## config.mk

```make
export PLATFORM = sky130hd
export DESIGN_NAME = pkt_router
export DESIGN_NICKNAME = d
export VERILOG_FILES = /design/src/rtl/pkt_router_pkg.sv /design/src/rtl/pkt_fifo.sv /design/src/rtl/pkt_router_dp.sv /design/src/rtl/pkt_router_ctrl.sv /design/src/rtl/pkt_router.sv
export SDC_FILE = /design/constraint.sdc
export NUM_CORES = 1
export LEC_CHECK = 0
export ABC_CLOCK_PERIOD_IN_PS = 3840
export BUFFER_PORTS_ARGS = -buffer_cell sky130_fd_sc_hd__buf_2
export CELL_PAD_IN_SITES_DETAIL_PLACEMENT = 1
export CELL_PAD_IN_SITES_GLOBAL_PLACEMENT = 1
export CORE_UTILIZATION = 35
export DETAILED_ROUTE_END_ITERATION = 10
export PLACE_DENSITY_LB_ADDON = 0.1
export SYNTH_ARGS = -nofsm -noshare
export SYNTH_HDL_FRONTEND = slang
export SYNTH_SLANG_ARGS = --single-unit
```

## constraint.sdc

```tcl
create_clock -name clk -period 3.84 [get_ports clk]
set_input_delay 0 -clock clk [delete_from_list [all_inputs] [get_ports clk]]
set_output_delay 0 -clock clk [all_outputs]
set_load 0.05 [all_outputs]
```

## src/rtl/pkt_router_pkg.sv

```systemverilog
package pkt_router_pkg;

  typedef enum logic [1:0] {
    ST_DEST,
    ST_LEN,
    ST_DATA,
    ST_CHK
  } rtr_state_e;

  // strobes from control to datapath
  typedef struct packed {
    logic takeDest;
    logic takeLen;
    logic takeData;
    logic wrByte;
  } rtr_strobe_t;

  // conditions reported by datapath to control
  typedef struct packed {
    logic selFull;
    logic lenBad;
    logic lenZero;
    logic lastData;
    logic chkBad;
  } rtr_status_t;

endpackage

```

## src/rtl/pkt_fifo.sv

```systemverilog
module pkt_fifo #(
  parameter int DataW = 8,
  parameter int Depth = 16
) (
  input  logic             clk,
  input  logic             rstN,
  input  logic             wrEn,
  input  logic [DataW-1:0] wrData,
  input  logic             rdEn,
  output logic [DataW-1:0] rdData,
  output logic             full,
  output logic             empty
);
  localparam int PtrW = (Depth > 1) ? $clog2(Depth) : 1;
  localparam int CntW = $clog2(Depth + 1);

  logic [DataW-1:0] mem [Depth];
  logic [PtrW-1:0]  wrPtr, rdPtr;
  logic [CntW-1:0]  cnt;
  logic             doWr, doRd;

  assign full  = (cnt == CntW'(Depth));
  assign empty = (cnt == '0);
  assign doWr  = wrEn && !full;
  assign doRd  = rdEn && !empty;
  assign rdData = empty ? '0 : mem[rdPtr];

  function automatic logic [PtrW-1:0] bump(input logic [PtrW-1:0] p);
    return (p == PtrW'(Depth - 1)) ? '0 : p + PtrW'(1);
  endfunction

  always_ff @(posedge clk) begin
    if (!rstN) begin
      wrPtr <= '0;
      rdPtr <= '0;
      cnt   <= '0;
    end else begin
      if (doWr) wrPtr <= bump(wrPtr);
      if (doRd) rdPtr <= bump(rdPtr);
      if (doWr && !doRd)      cnt <= cnt + CntW'(1);
      else if (doRd && !doWr) cnt <= cnt - CntW'(1);
    end
  end

  always_ff @(posedge clk) begin
    if (doWr) mem[wrPtr] <= wrData;
  end

endmodule

```

## src/rtl/pkt_router_dp.sv

```systemverilog
module pkt_router_dp
  import pkt_router_pkg::*;
#(
  parameter int NumPorts  = 3,
  parameter int DataW     = 8,
  parameter int FifoDepth = 16,
  parameter int MaxLen    = 63,
  parameter int PortBase  = 0
) (
  input  logic                      clk,
  input  logic                      rstN,
  input  logic [DataW-1:0]          inData,
  input  rtr_strobe_t               strb,
  output rtr_status_t               stat,
  input  logic [NumPorts-1:0]       rdEn,
  output logic [NumPorts*DataW-1:0] outData,
  output logic [NumPorts-1:0]       outValid,
  output logic [NumPorts-1:0]       fifoFull
);
  localparam int LenW = $clog2(MaxLen + 1);
  localparam int SelW = (NumPorts > 1) ? $clog2(NumPorts) : 1;

  logic [SelW-1:0]  selQ, destSel;
  logic             hitQ, destHit;
  logic [DataW-1:0] accQ;
  logic [LenW-1:0]  remQ;
  logic [NumPorts-1:0] fifoEmpty, fifoWr;

  // compare destination against each port address
  always_comb begin
    destHit = 1'b0;
    destSel = '0;
    for (int i = 0; i < NumPorts; i++) begin
      if (inData == DataW'(PortBase + i)) begin
        destHit = 1'b1;
        destSel = SelW'(i);
      end
    end
  end

  always_ff @(posedge clk) begin
    if (!rstN) begin
      selQ <= '0;
      hitQ <= 1'b0;
      accQ <= '0;
      remQ <= '0;
    end else begin
      if (strb.takeDest) begin
        hitQ <= destHit;
        selQ <= destSel;
        accQ <= inData;
      end
      if (strb.takeLen) begin
        accQ <= accQ ^ inData;
        remQ <= inData[LenW-1:0];
      end
      if (strb.takeData) begin
        accQ <= accQ ^ inData;
        remQ <= remQ - LenW'(1);
      end
    end
  end

  always_comb begin
    stat.selFull = 1'b0;
    for (int i = 0; i < NumPorts; i++)
      if (hitQ && selQ == SelW'(i) && fifoFull[i]) stat.selFull = 1'b1;
    stat.lenBad   = (inData > DataW'(MaxLen));
    stat.lenZero  = (inData == '0);
    stat.lastData = (remQ == LenW'(1));
    stat.chkBad   = (inData != accQ);
  end

  for (genvar g = 0; g < NumPorts; g++) begin : g_port
    assign fifoWr[g]   = strb.wrByte && hitQ && (selQ == SelW'(g));
    assign outValid[g] = !fifoEmpty[g];

    pkt_fifo #(
      .DataW(DataW),
      .Depth(FifoDepth)
    ) u_fifo (
      .clk   (clk),
      .rstN  (rstN),
      .wrEn  (fifoWr[g]),
      .wrData(inData),
      .rdEn  (rdEn[g]),
      .rdData(outData[g*DataW +: DataW]),
      .full  (fifoFull[g]),
      .empty (fifoEmpty[g])
    );
  end

endmodule

```

## src/rtl/pkt_router_ctrl.sv

```systemverilog
module pkt_router_ctrl
  import pkt_router_pkg::*;
(
  input  logic        clk,
  input  logic        rstN,
  input  logic        inValid,
  input  rtr_status_t stat,
  output rtr_strobe_t strb,
  output logic        inStall,
  output logic        chkErr
);
  rtr_state_e state, nxtState;
  logic       accept, errSet;

  // stall depends only on registered state, never on the incoming byte
  assign inStall = (state != ST_DEST) && stat.selFull;
  assign accept  = inValid && !inStall;

  always_comb begin
    strb     = '0;
    nxtState = state;
    errSet   = 1'b0;
    case (state)
      ST_DEST: if (accept) begin
        strb.takeDest = 1'b1;
        nxtState      = ST_LEN;
      end
      ST_LEN: if (accept) begin
        if (stat.lenBad) begin
          errSet   = 1'b1;
          nxtState = ST_DEST;
        end else begin
          strb.takeLen = 1'b1;
          strb.wrByte  = 1'b1;
          nxtState     = stat.lenZero ? ST_CHK : ST_DATA;
        end
      end
      ST_DATA: if (accept) begin
        strb.takeData = 1'b1;
        strb.wrByte   = 1'b1;
        if (stat.lastData) nxtState = ST_CHK;
      end
      ST_CHK: if (accept) begin
        strb.wrByte = 1'b1;
        errSet      = stat.chkBad;
        nxtState    = ST_DEST;
      end
      default: nxtState = ST_DEST;
    endcase
  end

  always_ff @(posedge clk) begin
    if (!rstN) begin
      state  <= ST_DEST;
      chkErr <= 1'b0;
    end else begin
      state  <= nxtState;
      chkErr <= errSet;
    end
  end

endmodule

```

## src/rtl/pkt_router.sv

```systemverilog
module pkt_router
  import pkt_router_pkg::*;
#(
  parameter int NumPorts  = 3,
  parameter int DataW     = 8,
  parameter int FifoDepth = 16,
  parameter int MaxLen    = 63,
  parameter int PortBase  = 0
) (
  input  logic                      clk,
  input  logic                      rstN,
  input  logic [DataW-1:0]          inData,
  input  logic                      inValid,
  output logic                      inStall,
  output logic                      chkErr,
  input  logic [NumPorts-1:0]       rdEn,
  output logic [NumPorts*DataW-1:0] outData,
  output logic [NumPorts-1:0]       outValid
);
  rtr_strobe_t         strb;
  rtr_status_t         stat;
  logic [NumPorts-1:0] fifoFull;

  pkt_router_ctrl u_ctrl (
    .clk    (clk),
    .rstN   (rstN),
    .inValid(inValid),
    .stat   (stat),
    .strb   (strb),
    .inStall(inStall),
    .chkErr (chkErr)
  );

  pkt_router_dp #(
    .NumPorts (NumPorts),
    .DataW    (DataW),
    .FifoDepth(FifoDepth),
    .MaxLen   (MaxLen),
    .PortBase (PortBase)
  ) u_dp (
    .clk     (clk),
    .rstN    (rstN),
    .inData  (inData),
    .strb    (strb),
    .stat    (stat),
    .rdEn    (rdEn),
    .outData (outData),
    .outValid(outValid),
    .fifoFull(fifoFull)
  );

endmodule

```

After elaboration in Yosys (flattened, before gate mapping)

Memory sizes are Yosys's and may differ from the RTL's. A register that Yosys moved wholly into a read port is not among the register bits.
Cells that the tools add are included.
Widths: inputs -> output; s select.

Register bits: 59
Memory bits (writable): 384
Input port bits: 14
Output and inout bits: 29
Word-level logic and storage cells: 166
Memories: 3

Memories:

| memory                    | depth | width | rd ports | clocked after Yosys merged registers in | write ports | line           | text |
|---|---|---|---|---|---|---|---|
| u_dp.g_port[0].u_fifo.mem | 16    | 8     | 1        | 1                                       | 1           | pkt_fifo.sv:17 | `logic [DataW-1:0] mem [Depth];` |
| u_dp.g_port[1].u_fifo.mem | 16    | 8     | 1        | 1                                       | 1           | pkt_fifo.sv:17 |  |
| u_dp.g_port[2].u_fifo.mem | 16    | 8     | 1        | 1                                       | 1           | pkt_fifo.sv:17 |  |

Add/subtract/negate cells: 13
Magnitude comparators: 1
Equal/unequal tests: 23
Mux-type cells: 60
Bitwise gates (word level): 1
Reductions and logical operators: 50

Operator list:

| kind                | count |
|---|---|
| $mux 4              | 12 |
| $mux 8              | 6 |
| $mux 5              | 6 |
| $add 4x1->4 const B | 6 |
| $eq 4x4->1 const B  | 6 |
| $logic_and 1x1->1   | 24 |
| $mux 1              | 23 |
| $mux 2              | 8 |
| $add 5x1->5 const B | 3 |
| $eq 5x5->1 const B  | 3 |
| $logic_not 5->1     | 3 |
| $sub 5x1->5 const B | 3 |
| $logic_not 1->1     | 13 |
| $mux 6              | 2 |
| $reduce_bool 2->1   | 5 |
| $eq 8x1->1 const B  | 1 |
| $eq 8x2->1 const B  | 1 |
| $gt 8x6->1 const B  | 1 |
| $logic_not 8->1     | 1 |
| $ne 2x1->1 const B  | 4 |
| $ne 8x8->1          | 1 |
| $pmux 2 s4          | 1 |
| $xor 8x8->8         | 1 |
| $eq 2x2->1 const B  | 3 |
| other kinds (9)     | 11 |

Depth between registers and ports, before layout

Gate-level depths: netlist (run 1).

Depth in word-level cells: 18
Depth in mapped cells: 13
Depth with buffers taken out: 12

Cells and area by module

A second synthesis (run 1) with hierarchy kept.

Cells, all modules: 1,122
Area, all modules: 19,050.8 um^2

Modules (own cells, without submodules):

| module          | instances | cells each | area an instance (um^2) | seq. area each (um^2) |
|---|---|---|---|---|
| pkt_fifo        | 3         | 323        | 5,913.2                 | 4,184.0 |
| pkt_router_dp   | 1         | 133        | 1,108.6                 | 340.3 |
| pkt_router_ctrl | 1         | 20         | 202.7                   | 60.1 |

Least setup slack after synthesis (run 1)

Ideal clock, no wire load.

Path kind: register -> register
From: register u_ctrl.state[0]
To: register u_dp.g_port[1].u_fifo.cnt[4]
Setup time: 0.070 ns
Arrival: 2.906 ns
Data required time: 3.770 ns
Setup slack: 0.864 ns
Cell stages (with the launch flop): 14
Buffers on the path: 2
Period minus slack after synthesis: 2.976 ns
Cell sequence: dfxtp_1 > buf_4 > or3b_4 > a21oi_4 > and2_1 > buf_2 > ha_1 > inv_1 > fa_1 > a21o_1 > a21oi_1 > xnor2_1 > or3_1 > a21oi_1

Cells in the longest elaborated chain, start to end: 12
Elaborated cells between the ends (all ways): 19
Those cells by class: 3 x eq/ne; 5 x mux; 11 x reduce/logical

Ends and longest elaborated chain:

| what                                 | line                  | text |
|---|---|---|
| start, declared                      | pkt_router_ctrl.sv:12 | `rtr_state_e state, nxtState;` |
| start signal, assigned               | pkt_router_ctrl.sv:57 | `state <= nxtState;` |
| $reduce_bool 2->1                    | pkt_router_ctrl.sv:16 | `assign inStall = (state != ST_DEST) && stat.selFull;` |
| $logic_and 1x1->1                    | pkt_router_ctrl.sv:16 |  |
| $logic_not 1->1                      | pkt_router_ctrl.sv:17 | `assign accept = inValid && !inStall;` |
| $logic_and 1x1->1                    | pkt_router_ctrl.sv:17 |  |
| $mux 1, or another cell as far along | pkt_router_ctrl.sv:43 | `ST_CHK: if (accept) begin` |
| $pmux 1 s3 *                         | pkt_router_ctrl.sv:23 | `case (state)` |
| $logic_and 1x1->1 * (2 in a row)     | pkt_router_dp.sv:75   | `assign fifoWr[g] = strb.wrByte && hitQ && (selQ == SelW'(g));` |
| $logic_and 1x1->1 *                  | pkt_fifo.sv:24        | `assign doWr = wrEn && !full;` |
| via u_dp.g_port[1].u_fifo.doWr       | pkt_fifo.sv:20        | `logic doWr, doRd;` |
| $logic_not 1->1                      | pkt_fifo.sv:41        | `else if (doRd && !doWr) cnt <= cnt - CntW'(1);` |
| $logic_and 1x1->1                    | pkt_fifo.sv:41        |  |
| $reduce_bool 2->1 (no source line)   | n/a                   |  |
| end signal, assigned                 | pkt_fifo.sv:40        | `if (doWr && !doRd) cnt <= cnt + CntW'(1);` |
| end signal, assigned                 | pkt_fifo.sv:41        |  |
| end, declared                        | pkt_fifo.sv:19        | `logic [CntW-1:0] cnt;` |

The timed path passes the listed nets; every way through them passes the cells marked *.
A chain may end at the register's enable or synchronous reset.

Final worst setup path (run 1)

From: register u_ctrl.state[0]
To: register u_dp.g_port[1].u_fifo.cnt[4]

Cells in the longest elaborated chain, start to end: 12
Elaborated cells between the ends (all ways): 19
Those cells by class: 3 x eq/ne; 5 x mux; 11 x reduce/logical

Ends and longest elaborated chain:

| what                                 | line |
|---|---|
| $reduce_bool 2->1                    | pkt_router_ctrl.sv:16 |
| $logic_and 1x1->1                    | pkt_router_ctrl.sv:16 |
| $logic_not 1->1                      | pkt_router_ctrl.sv:17 |
| $logic_and 1x1->1                    | pkt_router_ctrl.sv:17 |
| $mux 1, or another cell as far along | pkt_router_ctrl.sv:43 |
| $pmux 1 s3 *                         | pkt_router_ctrl.sv:23 |
| $logic_and 1x1->1 * (2 in a row)     | pkt_router_dp.sv:75 |
| $logic_and 1x1->1 *                  | pkt_fifo.sv:24 |
| $logic_not 1->1                      | pkt_fifo.sv:41 |
| $logic_and 1x1->1                    | pkt_fifo.sv:41 |
| $reduce_bool 2->1 (no source line)   | n/a |

Every way passes the cells marked *; elsewhere a longest branch is shown, timed or not.

==> flow_metrics.py, run 1 <==
metrics = {
    "worst_setup_path": {
        "crit_buf_inv": 1,
        "rrSetupSlack_ps": 470,
        "crit_path_cell_trace": "or3b_4, a21oi_4, and2_1, ha_1, inv_1, fa_1, a21o_1, a21oi_1, xnor2_1, or3_1, a21oi_1",
        "critPathCaptureType": "register",
        "worstSetupStartpointType": "register",
        "critPathTopFamily": "simple AND/OR/NAND/NOR gates",
        "r2r_cells": 11,
        "critPathSlowestCell": "dfxtp_1",
        "worstSetupPathType": "register to register",
        "worstReg2RegStart": "u_ctrl.state[0]$_SDFFE_PN0P_",
        "critPathMaxStageDelay_ps": 480,
        "worstPathMaxFanout": 9,
        "cp.required_ps": 4350,
        "crit_path_frequent_cell": "a21oi_1",
        "regToRegEndpoint": "u_dp.g_port[1].u_fifo.cnt[4]$_SDFFE_PN0P_",
        "worst_ep_arrival_time_ps": 3880,
    },
    "drt": {
        "postRouteAntennaNets": 0,
        "wl_per_cell_um": 23.75,
        "drt_wl_total_mm": 45.03,
        "drc": 0,
        "vias": 9674,
        "firstDrtPassIters": 4,
        "via_per_inst": 5.102,
        "drt-initial-drc-count": 479,
    },
    "grt": {
        "antenna_found_initial": 1,
        "grt_usage": 0.1718,
        "grt_pass1_vias": 10250,
        "grt_pass1_wl_mm": 67.81,
        "grt_overflow": 0,
        "grt_max_degree": 57,
    },
    "power": {
        "cellPowerDensity_nw_per_um2": 646.2,
        "p_total_mw": 13.95,
        "leakage_nw": 6.958,
        "peakVddDrop_mv": 0.4149,
    },
    "die": {
        "start_util": 0.3543,
        "rows": 84,
        "fp.dieH_um": 232.9,
        "ios": 43,
        "die-area_um2": 54240,
        "fp.dieW_um": 232.9,
        "core_region_area_um2": 52660,
    },
    "timing": {
        "fmax_ghz": 0.2963,
        "hold-worst-slack_ps": 96.44,
        "slew_viol_final": 0,
        "rsz0062_at_grt": "false",
        "finalSetupViolCount": 0,
        "fin_worst_skew_ps": 9.896,
        "fin_crit_sh": 0.8788,
        "tns_ps": 0,
        "timing.final.hold_violations": 0,
        "slew_headroom": 0.3959,
        "layout_setup_ws_ps": 465.4,
        "min_period_ps": 3375,
        "worst_pin_slew_ps": 902.9,
    },
    "yosys": {
        "yosysMostFrequentCell": "edfxtp_1",
        "synth_compound_area_frac": 0.03775,
        "synth_area_um2": 18660,
        "syn_nets": 1118,
        "ys_seq_elements": 455,
        "synthSimpleGateAreaFrac": 0.06626,
        "async_reset_ff_frac": 0,
        "ys_top_cells_by_count": "edfxtp_1 (384), mux4_2 (120), nor2_1 (73), dfxtp_1 (71), nand2_1 (49)",
        "synth_top_family_by_area": "multiplexers",
        "yosys.area.top_type_share": 0.6180,
        "ys_top_cells_by_area": "edfxtp_1 (62%), mux4_2 (14%), dfxtp_1 (7.6%), ha_1 (2.0%), nor2_1 (1.5%)",
        "syn_avg_cell_area_um2": 17.42,
        "yosys.area_share.adder": 0.02334,
        "synth_xor_area_frac": 0.01080,
        "synth_mux_area_frac": 0.1492,
        "synth-edff-count": 384,
        "yosys.cell_types.count": 62,
        "synth_ff_type": "edfxtp_1",
        "synth_area_leader_cell": "edfxtp_1",
        "netlist_instances": 1071,
        "synth_seq_area_share": 0.6942,
        "yosysWarnings": 0,
    },
    "clock_network": {
        "cts_tree": "built",
        "cts_root_buf": "clkbuf_16",
        "cts_setup_buffers": 0,
        "clockBufferDepth": 3,
        "post_cts_resize_count": 0,
        "clkTransAtPathRegs_ps": 60,
        "ctsHoldBuffers": 8,
        "clock-sinks": 455,
        "clk_latency_ps": 580,
        "numCtsBuffers": 49,
        "htreeDepth": 2,
    },
    "placed_design": {
        "gp_congestion": 0.7085,
        "dp_slack_ps": 532.3,
        "dp_hpwl_mm": 27.89,
        "port_buffers": 42,
    },
    "min_path": {
        "worstHoldStart": "inData[7]",
        "min_path_cells": 6,
        "holdPathEnd": "u_dp.g_port[0].u_fifo.wrPtr[1]$_SDFFE_PN0P_",
        "hp-class": "primary input to register",
    },
    "finish": {
        "final_util": 0.4100,
        "num_antenna_cells": 0,
        "drive_above_1_share": 0.2450,
        "fill_cells": 5098,
        "area_growth_pct": 15.71,
        "final_nets": 1216,
    },
    "job": {
        "drv_cap": 0,
    },
    "outcome": {
        "status": "complete, no violations",
    },
}
## registers in the layout, indices dropped and copies added (netlist names), named ones only
name / count
u_dp.accQ: 8
u_dp.g_port.u_fifo.cnt: 15
u_dp.g_port.u_fifo.mem: 384
u_dp.remQ: 6
u_dp.g_port.u_fifo.rdPtr: 12
u_ctrl.state: 1
u_ctrl.chkErr: 1
u_dp.hitQ: 1
u_dp.g_port.u_fifo.wrPtr: 12
u_dp.selQ: 2
## report_power, final
part / switching [mW] / internal (mW)
Sequential: 0.212 / 5.48
Clock: 1.94 / 2.78
Combinational: 2.14 / 1.41
## final cells by class
cell class,instances,area [um2],share of cell area
Multi-Input combinational cell,534,5361,0.2483
Sequential cell,455,12960,0.6001
Clock inverter,16,205.2,0.009504
Clock buffer,74,1391,0.06444
Timing Repair Buffer,104,720.7,0.03338
Inverter,25,93.84,0.004347
Tap cell,688,860.8,0.03987
## through the flow
stage / cells / instance area, um2
final: 1896 / 21590
after detailed placement: 1798 / 19910
after global placement: 1798 / 19910
after global routing: 1896 / 21590
after CTS: 1896 / 21590
after floorplan: 1071 / 18660
## worst reg2reg max path: cells and delay by family (launching register included)
kind	cells	cell delay, ps
simple gates	3	1100
flops	1	480
compound gates	4	780
buf+inv	1	120
xor+xnor	1	100
fa+ha+maj	2	730
## metal layers
metal / track usage / vias up / part of all wire / wire length, um
li1: - / 4428 / - / -
met1: 0.2348 / 5044 / 0.45 / 20270
met2: 0.2820 / 145 / 0.48 / 21780
met3: 0.03211 / 55 / 0.047 / 2127
met4: 0.04269 / 2 / 0.019 / 848
met5: 0 / - / 0.00029 / 13
## cells by family (layout without fill, tap and decap cells)
logic type | count (synthesis) | after routing
AND/OR/NAND/NOR | 247 | 247
AO/OA/AOI/OAI | 103 | 103
flip-flops | 455 | 455
XOR/XNOR | 23 | 23
buffers and inverters | 82 | 219
adder cells (fa/ha/maj) | 33 | 33
multiplexers | 128 | 128
## worst max path at each step
stage | endpoint | startpoint | depth (start not counted) | slack (ps)
global placement | u_dp.g_port[1].u_fifo.cnt[4]$_SDFFE_PN0P_ | u_ctrl.state[0]$_SDFFE_PN0P_ | 11 | 590
CTS | u_dp.g_port[1].u_fifo.cnt[4]$_SDFFE_PN0P_ | u_ctrl.state[0]$_SDFFE_PN0P_ | 11 | 450
finish | u_dp.g_port[1].u_fifo.cnt[4]$_SDFFE_PN0P_ | u_ctrl.state[0]$_SDFFE_PN0P_ | 11 | 470
detailed placement | u_dp.g_port[1].u_fifo.cnt[4]$_SDFFE_PN0P_ | u_ctrl.state[0]$_SDFFE_PN0P_ | 11 | 530
global route | u_dp.g_port[1].u_fifo.cnt[4]$_SDFFE_PN0P_ | u_ctrl.state[0]$_SDFFE_PN0P_ | 11 | 240
floorplan | u_dp.g_port[1].u_fifo.cnt[4]$_SDFFE_PN0P_ | u_ctrl.state[0]$_SDFFE_PN0P_ | 13 | 860
## placed cells by master (no fill, tap or decap), types with 8 or more instances in the layout
master	instances
dfxtp_1	68
mux4_2	120
dlygate4sd3_1	8
xor2_1	13
clkbuf_16	50
ha_1	30
buf_2	42
nand2_1	49
inv_1	24
nor3_1	15
a31oi_1	9
and2_1	28
clkbuf_1	19
or3_1	10
xnor2_1	10
nand3_1	26
nand2b_1	15
buf_4	52
nor2_1	73
edfxtp_1	384
a21oi_1	41
(Power assumes the default switching activity.)
==> run 2: changes to the inputs <==
--- a/config.mk
+++ b/config.mk
@@ -5,7 +5,7 @@
 export SDC_FILE = /design/constraint.sdc
 export NUM_CORES = 1
 export LEC_CHECK = 0
-export ABC_CLOCK_PERIOD_IN_PS = 3840
+export ABC_CLOCK_PERIOD_IN_PS = 2900
 export BUFFER_PORTS_ARGS = -buffer_cell sky130_fd_sc_hd__buf_2
 export CELL_PAD_IN_SITES_DETAIL_PLACEMENT = 1
 export CELL_PAD_IN_SITES_GLOBAL_PLACEMENT = 1
==> constraint.sdc (replaced) <==
create_clock -name clk -period 2.9 [get_ports clk]
set_input_delay 0 -clock clk [delete_from_list [all_inputs] [get_ports clk]]
set_output_delay 0 -clock clk [all_outputs]
set_load 0.05 [all_outputs]
==> run 2 against run 1 <==
- die area stayed put
- via count grew 3.2%
- largest power group unchanged
- clock-buffer cell count decreased by 16
- register-to-register slack got worse by 330 ps
- largest cell class unchanged
==> flow_metrics.py, run 2 (synthesized netlist as in run 1, its figures left out) <==
metrics = {
    "drt": {
        "wl_per_cell_um": 23.65,
        "via_per_inst": 5.141,
        "drt-initial-drc-count": 605,
        "drt_wl_total_mm": 45.95,
        "postRouteAntennaNets": 0,
        "firstDrtPassIters": 5,
        "vias": 9988,
        "drc": 0,
    },
    "job": {
        "drv_cap": 0,
    },
    "clock_network": {
        "clock-sinks": 455,
        "clk_latency_ps": 600,
        "numCtsBuffers": 50,
        "htreeDepth": 2,
        "clkTransAtPathRegs_ps": 60,
        "cts_root_buf": "clkbuf_16",
        "cts_tree": "built",
        "clockBufferDepth": 3,
    },
    "timing": {
        "min_period_ps": 2763,
        "timing.final.hold_violations": 0,
        "finalSetupViolCount": 0,
        "slew_viol_final": 0,
        "fin_crit_sh": 0.9527,
        "fmax_ghz": 0.3619,
        "slew_headroom": 0.5207,
        "worst_pin_slew_ps": 718.9,
        "rsz0062_at_grt": "false",
        "tns_ps": 0,
        "fin_worst_skew_ps": 19.97,
    },
    "die": {
        "die-area_um2": 54240,
        "start_util": 0.3543,
        "ios": 43,
        "rows": 84,
        "fp.dieW_um": 232.9,
        "fp.dieH_um": 232.9,
        "core_region_area_um2": 52660,
    },
    "finish": {
        "final_nets": 1259,
        "drive_above_1_share": 0.2967,
        "fill_cells": 5107,
        "register_area_um2": 12960,
        "regMostFlops": "u_dp.g_port.u_fifo.mem",
        "layout_commonest_cell": "edfxtp_1",
        "multi_input_area_um2": 5399,
        "area_growth_pct": 19.71,
        "largest_register_ffs": 384,
        "final_util": 0.4242,
        "mostFrequentLayoutCells": "edfxtp_1 (384), mux4_2 (120), buf_4 (87), nor2_1 (73), dfxtp_1 (67)",
        "largestRegisters": "u_dp.g_port.u_fifo.mem x384, u_dp.g_port.u_fifo.cnt x15",
    },
    "placed_design": {
        "dp_hpwl_mm": 28.64,
        "gp_congestion": 0.7335,
        "port_buffers": 42,
    },
    "worst_setup_path": {
        "critPathMaxStageDelay_ps": 380,
        "critPathSlowestCell": "or3b_4",
        "crit_path_frequent_cell": "inv_2",
        "critPathCaptureType": "register",
        "crit_buf_inv": 3,
        "worst_ep_arrival_time_ps": 3270,
        "crit_path_cell_trace": "or3b_4, a21oi_4, buf_6, nand2_4, inv_2, ha_2, inv_2, ha_1, nor2b_1, o21a_1, or3_1, a21oi_2, mux2i_1",
        "worstSetupStartpointType": "register",
        "worstPathMaxFanout": 4,
        "worstSetupPathType": "register to register",
        "cp.required_ps": 3410,
        "critPathTopFamily": "simple AND/OR/NAND/NOR gates",
    },
    "power": {
        "cellPowerDensity_nw_per_um2": 887.2,
        "p_total_mw": 19.81,
        "peakVddDrop_mv": 0.5808,
        "leakage_nw": 7.353,
    },
    "grt": {
        "grt_usage": 0.1748,
        "grt_pass1_wl_mm": 69.10,
        "grt_max_degree": 54,
        "grt_pass1_vias": 10730,
        "grt_overflow": 0,
        "antenna_found_initial": 1,
    },
    "outcome": {
        "status": "complete, no violations",
    },
    "min_path": {
        "hp-class": "primary input to register",
    },
}
run 2: per-layer routing:
metal | global-route usage | up-vias | part of all wire
met5 | 0 | - | 0
met4 | 0.05331 | 0 | 0.020
met3 | 0.02525 | 57 | 0.029
met2 | 0.2917 | 154 | 0.49
met1 | 0.2357 | 5265 | 0.46
li1 | - | 4512 | -
run 2: path summary, 6_finish.rpt:
path / startpoint / end / slack [ps] / depth (start not counted)
max: u_ctrl.state[0]$_SDFFE_PN0P_ / u_dp.g_port[0].u_fifo.cnt[4]$_SDFFE_PN0P_ / 140 / 13
max reg2reg: u_ctrl.state[0]$_SDFFE_PN0P_ / u_dp.g_port[0].u_fifo.cnt[4]$_SDFFE_PN0P_ / 140 / 13
min: inData[7] / u_dp.g_port[2].u_fifo.wrPtr[1]$_SDFFE_PN0P_ / 160 / 7
min reg2reg: u_dp.remQ[1]$_SDFFE_PN0P_ / u_dp.remQ[1]$_SDFFE_PN0P_ / 510 / 2
run 2: layout make-up:
type / instances / area share
sequential: 455 / 0.5802
multi-input combinational: 534 / 0.2417
clock buffer: 58 / 0.06302
timing repair buffer: 146 / 0.04874
tap: 688 / 0.03854
clock inverter: 36 / 0.02342
inverter: 25 / 0.004201
antenna: 1 / 0.0001120
run 2: power breakdown:
group | total (mW) | internal (mW) | switching (mW)
registers | 7.44 | 7.25 | 0.190
clock network | 7.31 | 4.57 | 2.74
logic | 5.06 | 2.06 | 3.00
total | 19.8 | 13.9 | 5.93
run 2: metrics by stage:
step | setup WS [ps] | std cells | hold slack (ps) | area [um2]
2_1_floorplan | 10.31 | 1071 | 98.87 | 18670
3_3_place_gp | 24.18 | 1831 | 339.6 | 20180
3_5_place_dp | 22.50 | 1831 | 347.4 | 20180
4_1_cts | 1.328 | 1937 | 157.5 | 22260
5_1_grt | 8.258 | 1942 | 184.5 | 22330
6_report | 137.2 | 1943 | 164.6 | 22340
run 2: worst min-delay path, delay by kind of cell:
| kind | cells | cell delay (ps) |
|---|---|---|
| simple gates | 2 | 220 |
| compound gates | 3 | 240 |
| buf+inv | 2 | 260 |
run 2: repair_timing:
action                                  in CTS  in global routing
pin swaps                                    1                  2
endpoints found under the setup margin       7                  5
hold buffers                                11                  0
resized for setup                            3                 15
endpoints found under the hold margin       78                  0
buffers inserted                             0                  5
cloned                                       1                  0
